==> config.mk <==
export PLATFORM = sky130hd
export DESIGN_NAME = peci_bit_xcvr
export DESIGN_NICKNAME = d
export VERILOG_FILES = /design/src/rtl/peci_pkg.sv /design/src/rtl/peci_rst_sync.sv /design/src/rtl/peci_bit_timer.sv /design/src/rtl/peci_rx_sampler.sv /design/src/rtl/peci_stop_det.sv /design/src/rtl/peci_bit_xcvr.sv
export SDC_FILE = /design/constraint.sdc
export NUM_CORES = 1
export LEC_CHECK = 0
export BUFFER_PORTS_ARGS = -buffer_cell sky130_fd_sc_hd__buf_2
export CAP_MARGIN = 25
export CORE_AREA = 2 2 180 182
export CTS_CLUSTER_DIAMETER = 30
export DETAILED_ROUTE_END_ITERATION = 10
export DIE_AREA = 0 0 182 184
export PLACE_DENSITY_LB_ADDON = 0.05
export SYNTH_ARGS = -nofsm -noshare
export SYNTH_HDL_FRONTEND = slang
export SYNTH_SLANG_ARGS = --single-unit
==> constraint.sdc <==
create_clock -name clk -period 6.3 [get_ports clk]
set_clock_uncertainty 0.05 [all_clocks]
set_input_delay 0.945 -clock clk [delete_from_list [all_inputs] [get_ports clk]]
set_output_delay 0.945 -clock clk [all_outputs]
set_load 0.1 [all_outputs]
==> src/rtl/peci_pkg.sv <==
`timescale 1ns/1ps
package peci_pkg;
  localparam int BYTE_W = 8;
  localparam int BIW    = $clog2(BYTE_W);

  typedef enum logic [2:0] {
    ST_IDLE,
    ST_LEAD,
    ST_NEG,
    ST_BITS,
    ST_STOP
  } xst_e;

  function automatic int fmax(input int a, input int b);
    return (a > b) ? a : b;
  endfunction
endpackage

==> src/rtl/peci_rst_sync.sv <==
`timescale 1ns/1ps
module peci_rst_sync (
  input  logic clk,
  input  logic rst_n,
  output logic rst_sn
);
  logic s1_q, s2_q;

  always_ff @(posedge clk or negedge rst_n) begin
    if (!rst_n) begin
      s1_q <= 1'b0;
      s2_q <= 1'b0;
    end else begin
      s1_q <= 1'b1;
      s2_q <= s1_q;
    end
  end

  assign rst_sn = s2_q;
endmodule

==> src/rtl/peci_bit_timer.sv <==
`timescale 1ns/1ps
module peci_bit_timer #(
  parameter int PW = 18
) (
  input  logic          clk,
  input  logic          rst_sn,
  input  logic          run,
  input  logic [PW-1:0] per,
  input  logic [PW-1:0] hi_len,
  output logic          level,
  output logic          bit_end
);
  logic [PW-1:0] pc_q, pc_d;

  assign bit_end = run && (pc_q == per - 1'b1);
  assign level   = run && (pc_q < hi_len);

  always_comb begin
    if (!run)         pc_d = '0;
    else if (bit_end) pc_d = '0;
    else              pc_d = pc_q + 1'b1;
  end

  always_ff @(posedge clk or negedge rst_sn) begin
    if (!rst_sn) pc_q <= '0;
    else         pc_q <= pc_d;
  end

  AST_PC_BOUND: assert property (@(posedge clk) disable iff (!rst_sn)
    run |-> (pc_q < per));
  AST_SLOT_STARTS_HIGH: assert property (@(posedge clk) disable iff (!rst_sn)
    (run && bit_end) |=> (!run || level));
endmodule

==> src/rtl/peci_rx_sampler.sv <==
`timescale 1ns/1ps
module peci_rx_sampler #(
  parameter int PW = 18
) (
  input  logic          clk,
  input  logic          rst_sn,
  input  logic          run,
  input  logic          bit_end,
  input  logic [PW-1:0] per,
  input  logic          bus_in,
  output logic          bit_val
);
  logic [PW-1:0] hc_q, hc_d, hc_now;

  assign hc_now  = hc_q + {{(PW-1){1'b0}}, bus_in};
  assign bit_val = hc_now > (per >> 1);

  always_comb begin
    if (!run || bit_end) hc_d = '0;
    else                 hc_d = hc_now;
  end

  always_ff @(posedge clk or negedge rst_sn) begin
    if (!rst_sn) hc_q <= '0;
    else         hc_q <= hc_d;
  end

  AST_HC_BOUND: assert property (@(posedge clk) disable iff (!rst_sn)
    run |-> (hc_q < per));
endmodule

==> src/rtl/peci_stop_det.sv <==
`timescale 1ns/1ps
module peci_stop_det #(
  parameter int LW = 19
) (
  input  logic          clk,
  input  logic          rst_sn,
  input  logic          arm,
  input  logic [LW-1:0] win,
  input  logic          bus_in,
  output logic          done
);
  logic          bus_q;
  logic          rise;
  logic [LW-1:0] cnt_q, cnt_d;

  assign rise = bus_in && !bus_q;
  assign done = arm && !rise && (cnt_q == win - 1'b1);

  always_comb begin
    if (!arm || rise) cnt_d = '0;
    else              cnt_d = cnt_q + 1'b1;
  end

  always_ff @(posedge clk or negedge rst_sn) begin
    if (!rst_sn) begin
      bus_q <= 1'b0;
      cnt_q <= '0;
    end else begin
      bus_q <= bus_in;
      cnt_q <= cnt_d;
    end
  end

  AST_CNT_BOUND: assert property (@(posedge clk) disable iff (!rst_sn)
    arm |-> (cnt_q < win));
endmodule

==> src/rtl/peci_bit_xcvr.sv <==
`timescale 1ns/1ps
module peci_bit_xcvr
  import peci_pkg::*;
#(
  parameter int PW         = 18,
  parameter int PMIN       = 99,
  parameter int PMAX       = 100000,
  parameter int FIRST_LEAD = 200000
) (
  input  logic              clk,
  input  logic              rst_n,
  input  logic [PW-1:0]     bit_period,
  input  logic              tx_valid,
  input  logic [BYTE_W-1:0] tx_data,
  input  logic              tx_read,
  output logic              tx_ready,
  output logic              rx_valid,
  output logic [BYTE_W-1:0] rx_data,
  input  logic              bus_in,
  output logic              bus_out,
  output logic              busy
);
  localparam int LW = fmax($clog2(FIRST_LEAD + 1), PW + 1);
  localparam logic [PW-1:0] PMIN_V = PW'(PMIN);
  localparam logic [PW-1:0] PMAX_V = PW'(PMAX);

  logic rst_sn;

  xst_e              state_q, state_d;
  logic [PW-1:0]     per_q, per_d, eff_per, hi_len;
  logic              first_q, first_d;
  logic [LW-1:0]     lead_q, lead_d, lead_len, stop_win;
  logic [BIW-1:0]    bidx_q, bidx_d;
  logic [BYTE_W-1:0] txsh_q, txsh_d, rxsh_q, rxsh_d, rxd_q, rxd_d;
  logic              rd_q, rd_d, rxv_q, rxv_d;
  logic              run, bit_end, bit_val, stop_done, last_slot, take;

  peci_rst_sync u_rst (.clk(clk), .rst_n(rst_n), .rst_sn(rst_sn));

  always_comb begin
    if (bit_period < PMIN_V)      eff_per = PMIN_V;
    else if (bit_period > PMAX_V) eff_per = PMAX_V;
    else                          eff_per = bit_period;
  end

  assign run       = (state_q == ST_NEG) || (state_q == ST_BITS);
  assign lead_len  = first_q ? LW'(FIRST_LEAD) : LW'({per_q, 1'b0});
  assign stop_win  = LW'({per_q, 1'b0});
  assign last_slot = (state_q == ST_NEG) || ((state_q == ST_BITS) && (bidx_q == '0));
  assign tx_ready  = bit_end && last_slot;
  assign take      = tx_ready && tx_valid;

  always_comb begin
    if (state_q == ST_NEG)            hi_len = per_q >> 1;
    else if (rd_q || !txsh_q[BYTE_W-1]) hi_len = per_q >> 2;
    else                              hi_len = per_q - (per_q >> 2);
  end

  peci_bit_timer #(.PW(PW)) u_timer (
    .clk(clk), .rst_sn(rst_sn), .run(run), .per(per_q), .hi_len(hi_len),
    .level(bus_out), .bit_end(bit_end));

  peci_rx_sampler #(.PW(PW)) u_rx (
    .clk(clk), .rst_sn(rst_sn), .run(run), .bit_end(bit_end), .per(per_q),
    .bus_in(bus_in), .bit_val(bit_val));

  peci_stop_det #(.LW(LW)) u_stop (
    .clk(clk), .rst_sn(rst_sn), .arm(state_q == ST_STOP), .win(stop_win),
    .bus_in(bus_in), .done(stop_done));

  always_comb begin
    state_d = state_q;
    per_d   = per_q;
    first_d = first_q;
    lead_d  = (state_q == ST_LEAD) ? lead_q + 1'b1 : '0;
    bidx_d  = bidx_q;
    txsh_d  = txsh_q;
    rd_d    = rd_q;
    rxsh_d  = rxsh_q;
    rxv_d   = 1'b0;
    rxd_d   = rxd_q;
    case (state_q)
      ST_IDLE: begin
        if (tx_valid) begin
          state_d = ST_LEAD;
          per_d   = eff_per;
        end
      end
      ST_LEAD: begin
        if (lead_q == lead_len - 1'b1) begin
          state_d = ST_NEG;
          first_d = 1'b0;
        end
      end
      ST_NEG, ST_BITS: begin
        if (bit_end) begin
          if (state_q == ST_BITS) begin
            rxsh_d = {rxsh_q[BYTE_W-2:0], bit_val};
            if ((bidx_q == '0) && rd_q) begin
              rxv_d = 1'b1;
              rxd_d = {rxsh_q[BYTE_W-2:0], bit_val};
            end
          end
          if (last_slot) begin
            if (take) begin
              state_d = ST_BITS;
              txsh_d  = tx_data;
              rd_d    = tx_read;
              bidx_d  = BIW'(BYTE_W - 1);
            end else begin
              state_d = ST_STOP;
            end
          end else begin
            bidx_d = bidx_q - 1'b1;
            txsh_d = {txsh_q[BYTE_W-2:0], 1'b0};
          end
        end
      end
      ST_STOP: begin
        if (stop_done) state_d = ST_IDLE;
      end
      default: state_d = ST_IDLE;
    endcase
  end

  always_ff @(posedge clk or negedge rst_sn) begin
    if (!rst_sn) begin
      state_q <= ST_IDLE;
      per_q   <= PMIN_V;
      first_q <= 1'b1;
      lead_q  <= '0;
      bidx_q  <= '0;
      txsh_q  <= '0;
      rd_q    <= 1'b0;
      rxsh_q  <= '0;
      rxv_q   <= 1'b0;
      rxd_q   <= '0;
    end else begin
      state_q <= state_d;
      per_q   <= per_d;
      first_q <= first_d;
      lead_q  <= lead_d;
      bidx_q  <= bidx_d;
      txsh_q  <= txsh_d;
      rd_q    <= rd_d;
      rxsh_q  <= rxsh_d;
      rxv_q   <= rxv_d;
      rxd_q   <= rxd_d;
    end
  end

  assign busy     = (state_q != ST_IDLE);
  assign rx_valid = rxv_q;
  assign rx_data  = rxd_q;

  AST_IDLE_QUIET: assert property (@(posedge clk) disable iff (!rst_sn)
    !busy |-> !bus_out);
  AST_LEAD_LOW: assert property (@(posedge clk) disable iff (!rst_sn)
    (state_q == ST_LEAD) |-> !bus_out);
  AST_PERIOD_LOCK: assert property (@(posedge clk) disable iff (!rst_sn)
    (busy && $past(busy)) |-> $stable(per_q));
  AST_RX_AFTER_SLOT: assert property (@(posedge clk) disable iff (!rst_sn)
    rx_valid |-> $past(bit_end));
  AST_READY_IN_SLOT: assert property (@(posedge clk) disable iff (!rst_sn)
    tx_ready |-> (busy && $past(bus_out == 1'b0 || run)));
  AST_BUSY_ENTRY: assert property (@(posedge clk) disable iff (!rst_sn)
    $rose(busy) |-> (state_q == ST_LEAD));
endmodule

# Word level (Yosys, flattened, before mapping)
# Cells that the tools add are included.
classes:
  add_sub_neg: 9
  order_cmp: 4
  n_eq_ne: 13
  mux: 25
  n_reduce_logical: 30
op_table:
  columns: ["op", "n"]
  rows:
  - ["two-way mux 18 bit", 7]
  - ["two-way mux 19 bit", 3]
  - ["adder 19 x 1 -> 19 bit (second input constant)", 2]
  - ["== test 19 bit", 2]
  - ["subtractor 19 x 1 -> 19 bit (second input constant)", 2]
  - ["two-way mux 3 bit", 8]
  - ["adder 18 x 1 -> 18 bit", 1]
  - ["adder 18 x 1 -> 18 bit (second input constant)", 1]
  - ["== test 18 bit", 1]
  - ["greater-than comparator 18 x 17 -> 1 bit", 1]
  - ["greater-than comparator 18 x 17 -> 1 bit (second input constant)", 1]
  - ["< comparator 18 bit", 1]
  - ["< comparator 18 x 7 -> 1 bit (second input constant)", 1]
  - ["subtractor 18 x 1 -> 18 bit (second input constant)", 1]
  - ["subtractor 18 x 16 -> 18 bit", 1]
  - ["two-way mux 8 bit", 2]
  - ["one-hot mux 3 bit (4 select lines)", 1]
  - ["logical AND 1 bit", 9]
  - ["!= test 2 bit (second input constant)", 4]
  - ["AND reduction 4 bit", 2]
  - ["== test 3 x 2 -> 1 bit (second input constant)", 2]
  - ["logical NOT 3 bit", 2]
  - ["AND reduction 3 bit", 2]
  - ["logical NOT 1 bit", 5]
  - ["other kinds (10)", 19]
word_totals:
  regBits: 127
  output_inout_bits: 12
  elab_cells: 97

# Logic depth before layout (Yosys ltp)
depth:
  word_depth: 9
  mapped_depth: 19
  depth_no_buf: 18

# Cells and area by module
# From an unflattened synthesis, not the netlist that was laid out.
hier_totals:
  cells_unflattened: 1116
  area_unflattened_um2: 9755.6
modules_own_cells:
  columns: ["module", "instances", "cells_each", "area_per_inst_um2"]
  rows:
  - ["peci_bit_xcvr", 1, 552, 4865.9]
  - ["peci_bit_timer", 1, 219, 1828.0]
  - ["peci_stop_det", 1, 194, 1629.1]
  - ["peci_rx_sampler", 1, 148, 1378.8]
  - ["peci_rst_sync", 1, 3, 53.8]

# Worst setup path after synthesis
# Ideal clock, no wire load.
synth_timing:
  kind: "reg2out"
  start: "register per_q[3]"
  end: "output port bus_out"
  t_arrival_ps: 4721
  path_slack_ps: 584
  stages_incl_launch_ff: 18
  path_cell_list: "dfrtp_1 buf_1 clkinv_1 ha_1 nor2b_1 o21a_1 o21ai_0 a211oi_1 nor3_1 o21ai_0 xor2_1 a221oi_1 ha_1 a21oi_1 o21ai_0 o211ai_1 a21oi_1 nor2_1"
synth_via:
  elab_chain_len: 5
synth_lines:
  columns: ["item", "line", "source"]
  rows:
  - ["from (decl)", "peci_bit_xcvr.sv:30", "logic [PW-1:0] per_q, per_d, eff_per, hi_len;"]
  - ["from (signal assigned)", "peci_bit_xcvr.sv:140", "per_q <= per_d;"]
  - ["subtractor 18 x 16 -> 18 bit", "peci_bit_xcvr.sv:56", "else hi_len = per_q - (per_q >> 2);"]
  - ["two-way mux 18 bit", "peci_bit_xcvr.sv:55", "else if (rd_q || !txsh_q[BYTE_W-1]) hi_len = per_q >> 2;"]
  - ["two-way mux 18 bit (*)", "peci_bit_xcvr.sv:54", "if (state_q == ST_NEG) hi_len = per_q >> 1;"]
  - ["< comparator 18 bit (*)", "peci_bit_timer.sv:16", "assign level = run && (pc_q < hi_len);"]
  - ["logical AND 1 bit (*)", "peci_bit_timer.sv:16", null]
  - ["to (decl)", "peci_bit_xcvr.sv:20", "output logic bus_out,"]
# Mark *: on every way between the ends. The rest lies on a longest branch, timed or not.

# Worst setup path in the final report
layout_timing:
  start: "register per_q[4]"
  end: "output port bus_out"
# Same word-level chain as after synthesis.

==> summary by stage <==
Timing
The number of endpoints with negative hold slack in the final report is 0. The post-route fraction of the period consumed by the critical path is 0.921. The worst slew slack as a fraction of its limit is 0.305. The setup TNS after final layout is 0 ns.

The count of final max-slew check failures is 0. Setup repair after global routing left no endpoint under its margin. The worst setup margin is between 0.4 and 0.5 ns. The transition time of the tightest slew-check pin is approximately 1.0 ns. Setup violations remaining at the end of the flow were counted as 0.

Based on the critical path, the design can be clocked at up to between 150 and 200 MHz. The clock period could shrink to between 5 and 6 ns.

Placed design
Counting tap cells, the placed design contains a total of ~1500 instances. The placed wire-length estimate after detailed placement is approximately 23 mm. Buffers placed on the I/O ports in this run total 42.

The worst setup slack after placement is between 1 and 1.5 ns. Routability-driven placement finished with a final weighted congestion of between 0.8 and 0.9.

Setup path
The most critical setup path has its startpoint at per_q[4]$_DFFE_PN0P_. In this design, the stage delay of the slowest critical-path cell is approximately 0.65 ns. The cell seen most often among critical-path stages is sky130_fd_sc_hd__o21ai_0.

The library cell contributing the largest single delay on the critical path is sky130_fd_sc_hd__dfrtp_1. The worst reg-to-reg setup slack is between 1.5 and 2 ns. The biggest fanout along the worst timing path is 14. Counting cells, the worst reg-to-reg path comes to 11.

The endpoint identified for the worst register-to-register timing path is state_q[2]$_DFFE_PN0P_. The signal arrival time at the worst endpoint is just under 5 ns. The kind of critical path is reg2out.

The type of destination of the critical path is an output port. The required time reported for the critical path endpoint is between 5 and 6 ns. STA classifies the critical path startpoint as a flop. Traced cell by cell, the critical path runs through inv_1 > ha_1 > o21a_1 > o21ai_0 > a211oi_1 > nor3_1 > o21ai_0 > xor2_1 > a221oi_1 > ha_1 > a21oi_1 > o21ai_0 > o211ai_1 > a21oi_1 > nor2_1 > buf_2. The startpoint of the worst-slack reg-to-reg timing path is first_q$_DFFE_PN1P_.

Logic synthesis
The commonest cells after synthesis are sky130_fd_sc_hd__nor2_1 (141), sky130_fd_sc_hd__dfrtp_1 (122), sky130_fd_sc_hd__xnor2_1 (82). The average footprint of a synthesized cell is a little under 9 um2. In the synthesized netlist, the number of instances is approximately 1100. Of all cell types, the one taking the most synthesized area is sky130_fd_sc_hd__dfrtp_1. The number of different library cells used by synthesis comes to between 70 and 80. The sequential fraction of the synthesis area is 0.339.

The share of the synthesized area in the top cell type is 0.325. The post-synthesis sequential element count is around 130. Counting flops with an async set or reset pin after synthesis yields a share of 1.00. The number of nets in the synthesized netlist is between 1000 and 1500. During synthesis, Yosys emitted a total of 0 warnings.

Among all flip-flop cells after synthesis, the most frequent one is sky130_fd_sc_hd__dfrtp_1. The mapped netlist covers 9400 um2. In this run, synthesis inferred 0 flip-flops with an integrated enable. The most common cell in the synthesized netlist is sky130_fd_sc_hd__nor2_1. In the post-synthesis netlist, the biggest area contributors are sky130_fd_sc_hd__dfrtp_1 (32%), sky130_fd_sc_hd__ha_1 (7.9%), sky130_fd_sc_hd__xnor2_1 (7.6%), sky130_fd_sc_hd__nor2_1 (5.6%), sky130_fd_sc_hd__xor2_1 (4.6%).

GRT
The pin count of the biggest net entering global routing is 69. The global-route wire length before repair is 48.1 mm. The number of global-route vias before repair came to between 7000 and 8000. The remaining global-route overflow is 0. The number of antenna violations at the first check in global routing is 0.

Across every metal layer, demand over resource in global routing totals 0.191.

Clock network
Buffers inserted during clock tree synthesis total 17. The number of setup buffers added after CTS is 0. The CTS tree is built.

The H-tree was split into 4 levels. Clock latency on the worst-skew pair, taken at its later pin, is roughly 0.44 ns. Clock-pin slew was measured on the worst setup and hold paths at approximately 0.07 ns. After clock tree synthesis, the repair step resized 0 gates. The total number of clock tree sinks is 127. In this run the deepest clock path goes through 2 buffers.

The cell sitting at the root of the clock tree is a sky130_fd_sc_hd__clkbuf_16. The post-cts hold buffer count is 0.

Run
The count of max-cap constraint violations is 0.

Route
The detailed-route via count is between 8000 and 9000. After the first detailed-routing iteration, the DRC count stood at ~460. The residual antenna-violating net count after detailed routing is 0. In the routed layout, each cell is associated on average with a via count of ~5.2. The first detailed-routing pass took 5 iterations. The DRC violations left is 0. After detailed routing, the average wire length per cell comes to about 20 um. The overall routed net length is about 31 mm.

Run status
The flow ran to the end, and the final reports show no timing, DRC or antenna violations.

Power and ir drop
The switching portion of total power is 0.472. Of the total power, registers draw 0.230. VDD sags by at most 0.235 mV. The combinational group share of total power is 0.557. The clock network power share is 0.213.

The overall power is ~4.7 mW. For this design the total switching power over the nets is approximately 2.2 mW. The power density over the cells is 440 nW/um2. In this run the static leakage power is around 4.6 nW. The internal power is 2.48 mW.

Floorplan
For this configuration, the core starts out at a cell density of 0.299. The chip height is approximately 180 um. For this design the top-level I/O count stands at 43.

The core region is ~31000 um2. The floorplan has 65 rows. The overall die width is between 150 and 200 um. The area of the die is between 30000 and 40000 um2.

Layout
For this run, the post-layout net count is between 1000 and 1500. The area added between synthesis and finish is 13.7%. The repair_antennas step left the layout with diodes totalling 0. Of the cells placed in the final design, the portion with a size suffix greater than 1 is 0.125. The finished layout holds approximately 1500 standard cells, fillers aside.

Min path
The kind of path behind the tightest hold check is in2async.
## worst max-delay path by stage
stage / end / slack (ns) / depth (start not counted)
global placement: bus_out / 1.07 / 17
CTS: bus_out / 0.51 / 16
detailed placement: bus_out / 1.01 / 16
finish: bus_out / 0.50 / 16
floorplan: bus_out / 0.58 / 17
global route: bus_out / 0.06 / 18
## per-stage QoR
stage                util  hold WS, ns  cell area [um2]
detailed placement  0.321        0.286            10100
global route        0.340        0.204            10700
CTS                 0.339        0.209            10600
finish              0.340        0.226            10700
floorplan               -        0.281             9400
global placement    0.321        0.282            10100
## power groups by stage
stage	sequential, mW	clock (mW)	combinational [mW]
floorplan	1.00	0	1.94
global placement	1.10	0	2.63
detailed placement	1.10	0	2.60
CTS	1.08	1.03	2.62
global route	1.10	1.07	2.92
finish	1.08	1.00	2.62
## layout by cell type (no fill, tap or decap), types with 11 or more instances in the layout
cell type,instances
sky130_fd_sc_hd__o211ai_1,14
sky130_fd_sc_hd__buf_2,42
sky130_fd_sc_hd__inv_1,43
sky130_fd_sc_hd__nand4_1,25
sky130_fd_sc_hd__nand3_1,49
sky130_fd_sc_hd__mux2_2,17
sky130_fd_sc_hd__o21ai_0,42
sky130_fd_sc_hd__a21oi_1,47
sky130_fd_sc_hd__nor3_1,28
sky130_fd_sc_hd__xor2_1,49
sky130_fd_sc_hd__nor2b_1,31
sky130_fd_sc_hd__nand2_1,68
sky130_fd_sc_hd__buf_4,21
sky130_fd_sc_hd__and3_1,26
sky130_fd_sc_hd__a31oi_1,16
sky130_fd_sc_hd__or3_1,17
sky130_fd_sc_hd__clkbuf_16,17
sky130_fd_sc_hd__ha_1,59
sky130_fd_sc_hd__o21a_1,11
sky130_fd_sc_hd__dfrtp_1,121
sky130_fd_sc_hd__nor2_1,141
sky130_fd_sc_hd__xnor2_1,82
## area by class of cell
type / count / area, um2
inverters: 44 / 165
clock inverters: 11 / 106
fillers: 3308 / 20700
flip-flops and latches: 127 / 3190
well taps: 402 / 503
multi-input cells: 863 / 5850
repair buffers: 65 / 407
clock buffers: 21 / 470
## routing by layer
| metal | vias up | GRT usage | wire length, um |
|---|---|---|---|
| met1 | 3937 | 0.281 | 15600 |
| met4 | 0 | 0.0603 | 619 |
| li1 | 3919 | - | - |
| met5 | - | 0 | 0 |
| met2 | 149 | 0.283 | 13200 |
| met3 | 35 | 0.0309 | 1200 |
## worst max-delay path: cells and delay by family (launching register included)
kind / cells / cell delay (ns)
simple gates: 2 / 0.50
compound gates: 9 / 1.66
buf+inv: 2 / 0.72
flops: 1 / 0.65
xor+xnor: 1 / 0.16
fa+ha+maj: 2 / 0.68
## logic make-up (layout without fill, tap and decap cells)
family	Yosys count	count (layout)	share of synthesized area
simple gates	445	445	0.248
compound gates	203	203	0.142
xor+xnor	133	133	0.127
flops	127	127	0.339
buf+inv	93	141	0.0389
fa+ha+maj	60	60	0.0807
mux	21	21	0.0246
other cells	1	1	0.000399
## sequential cells by signal, summed over array words and instances, names as in the netlist, 3 cells and up
name	count
rxsh_q	7
state_q	3
rx_data	8
per_q	18
bidx_q	3
u_rx.hc_q	18
lead_q	19
u_stop.cnt_q	19
u_timer.pc_q	18
txsh_q	8
No activity file was read; power rests on OpenSTA's default activity.
